## config.mk

```make
export PLATFORM = sky130hd
export DESIGN_NAME = rsz_width_conv
export DESIGN_NICKNAME = d
export VERILOG_FILES = /design/src/rtl/rsz_pkg.sv /design/src/rtl/rsz_pipe.sv /design/src/rtl/rsz_narrow.sv /design/src/rtl/rsz_width_conv.sv
export SDC_FILE = /design/constraint.sdc
export NUM_CORES = 1
export LEC_CHECK = 0
export ABC_AREA = 0
export BUFFER_PORTS_ARGS = -buffer_cell sky130_fd_sc_hd__buf_2
export CAP_MARGIN = 5
export CORE_AREA = 3 3 40 42
export CTS_BUF_LIST = sky130_fd_sc_hd__clkbuf_8
export DETAILED_ROUTE_END_ITERATION = 8
export DIE_AREA = 0 0 43 45
export PLACE_DENSITY = 0.44
export SLEW_MARGIN = 20
export SYNTH_ARGS = -nofsm -noshare
export SYNTH_HDL_FRONTEND = slang
export SYNTH_SLANG_ARGS = --single-unit
```

## constraint.sdc

```tcl
create_clock -name clk -period 0.8 [get_ports clk]
set_input_delay 0.08 -clock clk [delete_from_list [all_inputs] [get_ports clk]]
set_output_delay 0.08 -clock clk [all_outputs]
set_load 0.01 [all_outputs]
```

## src/rtl/rsz_pkg.sv

```systemverilog
package rsz_pkg;
   typedef enum logic [1:0] {
      RSZ_WRAP     = 2'd0,
      RSZ_CLIP     = 2'd1,
      RSZ_CLIP_SYM = 2'd2
   } rsz_mode_e;
endpackage

```

## src/rtl/rsz_pipe.sv

```systemverilog
module rsz_pipe #(
   parameter int W     = 8,
   parameter int DEPTH = 1
) (
   input  logic         clk,
   input  logic         rst_n,
   input  logic [W-1:0] d,
   output logic [W-1:0] q
);
   if (DEPTH < 0) begin : g_bad
      $error("rsz_pipe: DEPTH must be >= 0");
   end
   if (DEPTH == 0) begin : g_wire
      assign q = d;
   end else begin : g_regs
      logic [W-1:0] stage [DEPTH];
      always_ff @(posedge clk or negedge rst_n) begin
         if (!rst_n) begin
            for (int i = 0; i < DEPTH; i++) stage[i] <= '0;
         end else begin
            stage[0] <= d;
            for (int i = 1; i < DEPTH; i++) stage[i] <= stage[i-1];
         end
      end
      assign q = stage[DEPTH-1];
   end
endmodule

```

## src/rtl/rsz_narrow.sv

```systemverilog
module rsz_narrow
   import rsz_pkg::*;
#(
   parameter int        IN_W        = 5,
   parameter int        OUT_W       = 3,
   parameter bit        SIGNED_DATA = 1'b1,
   parameter rsz_mode_e MODE        = RSZ_CLIP_SYM
) (
   input  logic [IN_W-1:0]  din,
   output logic [OUT_W-1:0] dout,
   output logic             ovf
);
   if (OUT_W >= IN_W) begin : g_extend
      if (SIGNED_DATA) begin : g_sext
         logic signed [OUT_W-1:0] ext;
         assign ext  = $signed(din);
         assign dout = ext;
      end else begin : g_zext
         assign dout = OUT_W'(din);
      end
      assign ovf = 1'b0;
   end else begin : g_reduce
      localparam logic [OUT_W-1:0] SMIN    = {1'b1, {(OUT_W-1){1'b0}}};
      localparam logic [OUT_W-1:0] SMAX    = ~SMIN;
      localparam logic [OUT_W-1:0] SYM_MIN = SMIN + OUT_W'(1);
      localparam logic [OUT_W-1:0] UMAX    = '1;

      logic [OUT_W-1:0] low;
      logic             fits;
      logic             neg;
      assign low = din[OUT_W-1:0];
      assign neg = SIGNED_DATA ? din[IN_W-1] : 1'b0;

      if (SIGNED_DATA) begin : g_sfit
         assign fits = (&din[IN_W-1:OUT_W-1]) | ~(|din[IN_W-1:OUT_W-1]);
      end else begin : g_ufit
         assign fits = ~(|din[IN_W-1:OUT_W]);
      end

      if (MODE == RSZ_WRAP) begin : g_wrap
         assign dout = low;
         assign ovf  = ~fits;
      end else if (!SIGNED_DATA) begin : g_uclip
         assign dout = fits ? low : UMAX;
         assign ovf  = ~fits;
      end else if (MODE == RSZ_CLIP) begin : g_sclip
         assign dout = fits ? low : (neg ? SMIN : SMAX);
         assign ovf  = ~fits;
      end else begin : g_ssym
         logic at_min;
         assign at_min = fits && (low == SMIN);
         always_comb begin
            if (!fits)       dout = neg ? SYM_MIN : SMAX;
            else if (at_min) dout = SYM_MIN;
            else             dout = low;
         end
         assign ovf = ~fits | at_min;
      end
   end
endmodule

```

## src/rtl/rsz_width_conv.sv

```systemverilog
module rsz_width_conv
   import rsz_pkg::*;
#(
   parameter int        IN_W        = 5,
   parameter int        OUT_W       = 3,
   parameter bit        SIGNED_DATA = 1'b1,
   parameter rsz_mode_e MODE        = RSZ_CLIP_SYM,
   parameter int        PIPE_IN     = 0,
   parameter int        PIPE_OUT    = 1
) (
   input  logic             clk,
   input  logic             rst_n,
   input  logic [IN_W-1:0]  in_data,
   input  logic             in_vld,
   output logic [OUT_W-1:0] out_data,
   output logic             out_ovf,
   output logic             out_vld
);
   localparam int IN_BUS_W  = IN_W + 1;
   localparam int OUT_BUS_W = OUT_W + 2;

   if (IN_W < 1)                  begin : g_chk_in   $error("IN_W must be >= 1");             end
   if (OUT_W < 2)                 begin : g_chk_out  $error("OUT_W must be >= 2");            end
   if (PIPE_IN < 0 || PIPE_OUT < 0) begin : g_chk_pipe $error("pipeline depths must be >= 0"); end

   logic [IN_BUS_W-1:0]  in_bus, mid_bus;
   logic [OUT_BUS_W-1:0] cv_bus, out_bus;
   logic [OUT_W-1:0]     cv_data;
   logic                 cv_ovf;

   assign in_bus = {in_vld, in_data};

   rsz_pipe #(.W(IN_BUS_W), .DEPTH(PIPE_IN)) u_pipe_in (
      .clk(clk), .rst_n(rst_n), .d(in_bus), .q(mid_bus)
   );

   rsz_narrow #(.IN_W(IN_W), .OUT_W(OUT_W), .SIGNED_DATA(SIGNED_DATA), .MODE(MODE)) u_narrow (
      .din(mid_bus[IN_W-1:0]), .dout(cv_data), .ovf(cv_ovf)
   );

   assign cv_bus = {mid_bus[IN_W], cv_ovf, cv_data};

   rsz_pipe #(.W(OUT_BUS_W), .DEPTH(PIPE_OUT)) u_pipe_out (
      .clk(clk), .rst_n(rst_n), .d(cv_bus), .q(out_bus)
   );

   assign out_vld  = out_bus[OUT_W+1];
   assign out_ovf  = out_bus[OUT_W];
   assign out_data = out_bus[OUT_W-1:0];
endmodule

```

### After elaboration in Yosys (flattened, before gate mapping)

Cells that the tools add are included.

| cells by class | value |
|---|---|
| equality and inequality tests | 1 |
| reductions and logical operators | 3 |
| bitwise logic cells | 4 |
| multiplexer cells | 3 |

Operators by type and width:

| operator | count |
|---|---|
| $mux 3 | 3 |
| $eq 3x3->1 const B | 1 |
| $reduce_and 3->1 | 1 |
| $reduce_or 3->1 | 1 |
| $not 1->1 | 2 |
| $or 1x1->1 | 2 |
| $logic_and 1x1->1 | 1 |

| storage, ports and cells | value |
|---|---|
| flip-flop bits (word level) | 5 |
| word-level logic and storage cells | 12 |
| output and inout port bits | 5 |

### Logic depth before layout (Yosys ltp)

| logic depth | value |
|---|---|
| depth after elaboration | 6 |
| mapped depth | 2 |

### Modules after synthesis

Synthesis repeated with hierarchy kept, for this count alone.

| unflattened totals | value |
|---|---|
| cell total of the unflattened synthesis | 21 |
| area total of the unflattened synthesis | 230.2 um^2 |

By module, submodules not included:

| module | times used | cells an instance | area an instance (um^2) |
|---|---|---|---|
| rsz_pipe (u_pipe_out) | 1 | 5 | 125.1 |
| rsz_narrow | 1 | 10 | 60.1 |
| rsz_pipe (u_pipe_in) | 1 | 6 | 45.0 |

### Worst setup path after synthesis

Ideal clock, no wire load.

| timing path | value |
|---|---|
| path kind | in2reg |
| start | input port in_data[2] |
| end | register u_pipe_out.g_regs.stage (netlist bit u_pipe_out.q[0]) |
| arrival time | 598 ps |
| required time | 682 ps |
| setup slack | 84 ps |
| library setup time | 118 ps |
| stages | 2 |
| cell sequence | or3_1 a21o_1 |

| between the ends | value |
|---|---|
| word-level cells in the longest chain between the ends | 6 |
| elaborated cells on any way between the ends | 8 |
| classes of those cells | eq/ne (1); mux (2); bitwise (2); reduce/logical (3) |

Ends and longest elaborated chain:

| what | line | RTL |
|---|---|---|
| start: declaration | rsz_width_conv.sv:13 | `input logic [IN_W-1:0] in_data,` |
| $reduce_or 3->1 | rsz_narrow.sv:35 | `assign fits = (&din[IN_W-1:OUT_W-1]) \| ~(\|din[IN_W-1:OUT_W-1]);` |
| $not 1->1 | rsz_narrow.sv:35 |  |
| $or 1x1->1 | rsz_narrow.sv:35 |  |
| $logic_and 1x1->1 | rsz_narrow.sv:51 | `assign at_min = fits && (low == SMIN);` |
| $mux 3 | rsz_narrow.sv:54 | `else if (at_min) dout = SYM_MIN;` |
| $mux 3 * | rsz_narrow.sv:53 | `if (!fits) dout = neg ? SYM_MIN : SMAX;` |
| via cv_data[0] | rsz_width_conv.sv:28 | `logic [OUT_W-1:0] cv_data;` |
| end: declaration | rsz_pipe.sv:16 | `logic [W-1:0] stage [DEPTH];` |

The timed path passes the listed nets; every way through them passes the cells marked *.

### Worst setup path in the final report

| timing path | value |
|---|---|
| start | register u_pipe_out.g_regs.stage (netlist bit u_pipe_out.q[1]) |
| end | output port out_data[1] |

RTL lines:

| what | line | RTL |
|---|---|---|
| end: declaration | rsz_width_conv.sv:15 | `output logic [OUT_W-1:0] out_data,` |

No word-level cell between the ends.

==> results list <==
- Clock tree synthesis inserted a total of 3 buffers.
- Summed over all layers, the global routing overflow is 0.
- Syn avg cell area: 12.3 sq um
* Number of diodes: 0
- Clock power frac: 55.0%
* Beginning of the critical path: u_pipe_out.q[1]
- TritonCTS built the clock tree.
- After detailed routing, the number of remaining DRC violations is 0.
* Layout Cells excl Fill: 50
- Across the whole layout, storage elements account for 125 sq um.
- CP delay by family, top: flip-flops
- Routed vias/inst: 3.80
- The detail route stage leaves a number of antenna-violating nets equal to 0.
- In the synthesized netlist, the number of instances is 15.
- The mapped netlist covers 185 sq um.
* Via total after detailed routing: 190
- At the pin with the least slew margin, the transition time is 0.196 ns.
* Share of synthesized area occupied by flip-flops and latches: 67.6%
- For this run, the post-layout net count is 44.
- The tightest min-delay check is of the input pin to register type.
* H-tree depth: 1
* Area growth from synthesis to layout: 87.8%
- Number of global-route vias before repair: 216
- Result of the run: finished clean
- Row cnt: 13
- In this run the vertical extent of the chip is 45 um.
- Relative contribution of combinational cells to total power: 11.0%
* Antenna violations before repair: 0
- At the worst endpoint, the required time is 0.72 ns.
- In the final layout, the share of cells above drive strength 1 is 51.4%.
* Flop pwr share: 34.0%
- On the worst path, the slowest cell contributes a delay of 0.35 ns.
* Sink count of the clock tree: 5
* Number of port buffers: 12
- The worst hold path was traced through 2 stages.
- Overall routed net length: 489 um
- IR analysis of the VDD net gives a maximum drop of 0.316 mV.
- The longest clock path from root to sink contains 2 buffers.
- Max-Slew Margin vs Limit: 86.8%
- In this run the clock root is driven by a sky130_fd_sc_hd__clkbuf_8.
- Detailed Route Iter0 Violations: 0
- Yosys warnings: 0
* Maximum clock frequency: 1.28 GHz
* Floorplan die area: 1940 sq um
* Largest register FFs: 5
- Startpoint types: register
- Average routed wire per standard cell: 9.78 um
- Critical-path maximum fanout: 1
- At the end of routability-driven placement, the weighted congestion stood at 0.717.
- Clock-pin slew was measured on the worst setup and hold paths at 0.03 ns.
- Crit path kind: register to output pin
* Crit path to: out_data[1]
* Internal power consumption: 0.644 mW
* Synthesized Nets: 23
- The library cell used most frequently in the layout, excluding fill and tap cells, is sky130_fd_sc_hd__buf_2.
- Count of cells resized by post-cts repair: 0
- Beginning of the worst hold path: in_data[0]
* First-pass GRT wire length: 855 um
- The tool flagged a number of max-cap violations equal to 0.
- Area of placed instances: 283 sq um
- Logic depth of the worst path, buffers included: 1
- Net switching is 19.4% of the power.
- The worst setup path is captured at an output pin.
* Max-slew violations: 0
* First-pass iteration count of the detailed router: 1
* Count of final setup violators: 0
* Total leakage power: 0.166 nW
- Flops & latches, synth: 5
- Final Core Density: 27.1%
- During I/O placement, the number of pins put on the boundary was 13.
- Counting both buffers and inverters, the worst setup path holds a total of 1.
* Area of combinational cells with multiple inputs: 52.6 sq um
- GRT Overall Usage: 6.38%
* Crit-path slowest cell: sky130_fd_sc_hd__dfrtp_1
* Placed instance count: 44
- Design area: 348 sq um
* Power per unit of standard cell area: 2300 nW/um^2
- From left edge to right edge, the die measures 43 um.
- Fill cells in the final layout number 137.
* Signal arrival time at the worst endpoint: 0.70 ns
- RSZ-0062 raised after global routing: true
* Post CTS Setup Buffer Count: 0
* Period Utilization, post-route: 97.5%
- The hold violation count in the final report is 0.
* Starting utilization of the core area: 14.4%
* Critical Path, Cell by Cell: buf_2
- In this run the power spent charging and discharging nets is 0.155 mW.
* Core Box Area: 1280 sq um
* Period minus WS final: 0.780 ns
* Number of distinct library cells after synthesis: 11
* Maximum number of pins on one net before global-route repair: 6
- Most used cells in the layout excluding fill and tap cells: sky130_fd_sc_hd__buf_2, sky130_fd_sc_hd__dfrtp_1, sky130_fd_sc_hd__clkbuf_8, sky130_fd_sc_hd__buf_4
-- stage by stage --
stage	worst slack, ns	TNS (ns)	hold WS, ns	power [mW]
after CTS	0.00737	0	0.0815	0.815
final	0.0201	0	0.0830	0.799
after detailed placement	-0.0642	-0.101	-0.107	0.357
after floorplan	0.0837	0	-0.216	0.299
after global placement	-0.0289	-0.0468	-0.107	0.352
after global routing	-0.00298	-0.00575	0.0866	0.837
-- synth_stat cells --
| cell type | n | share of area [%] |
|---|---|---|
| sky130_fd_sc_hd__o22ai_1 | 1 | 3.4 |
| sky130_fd_sc_hd__dfrtp_1 | 5 | 68 |
| sky130_fd_sc_hd__or3_1 | 1 | 3.4 |
| sky130_fd_sc_hd__inv_1 | 1 | 2.0 |
| sky130_fd_sc_hd__and2_1 | 1 | 3.4 |
| sky130_fd_sc_hd__clkbuf_1 | 1 | 2.0 |
| sky130_fd_sc_hd__a21o_1 | 1 | 4.1 |
| sky130_fd_sc_hd__nand4_1 | 1 | 3.4 |
| sky130_fd_sc_hd__a21boi_0 | 1 | 4.1 |
| sky130_fd_sc_hd__nor2_1 | 1 | 2.0 |
| sky130_fd_sc_hd__o2111ai_1 | 1 | 4.7 |
-- worst min path at each step --
stage / endpoint / slack (ns)
CTS: u_pipe_out.q[0] / 0.08
global placement: u_pipe_out.q[4] / -0.11
global route: u_pipe_out.q[0] / 0.09
floorplan: u_pipe_out.q[0] / -0.22
finish: u_pipe_out.q[0] / 0.08
detailed placement: u_pipe_out.q[2] / -0.11
-- power groups by stage --
stage,logic [mW],clock network [mW],registers [mW]
after floorplan,0.0151,0,0.284
after global placement,0.0770,0,0.275
after detailed placement,0.0812,0,0.275
after CTS,0.0893,0.454,0.272
after global routing,0.0992,0.464,0.273
final,0.0878,0.439,0.272
-- per-layer routing --
layer  routed length (um)  track usage, %  share of wire [%]  vias up
met3                   77            3.59                 16        0
li1                     -               -                  -       93
met4                    0            5.42                  0        0
met5                    0               0                  0        -
met1                  204            6.65                 42       84
met2                  207            9.28                 42       13
-- area by class of cell --
type,count,share of cell area [%]
timing repair buffer,17,29.5
tap,15,5.40
sequential,5,36.0
clock buffer,3,11.9
multi-input combinational,8,15.1
clock inverter,1,1.08
inverter,1,1.08
-- cell families after synthesis --
group / share of synthesized area [%]
AOI/OAI and AO/OA: 16.2
and+or+nand+nor: 12.2
buffers and inverters: 4.05
DFF: 67.6
-- what timing repair did --
item	4_1_cts	5_1_grt
hold buffers	2	0
hold endpoints to repair	6	0
setup endpoints to repair	0	3
No activity file was read; power rests on OpenSTA's default activity.
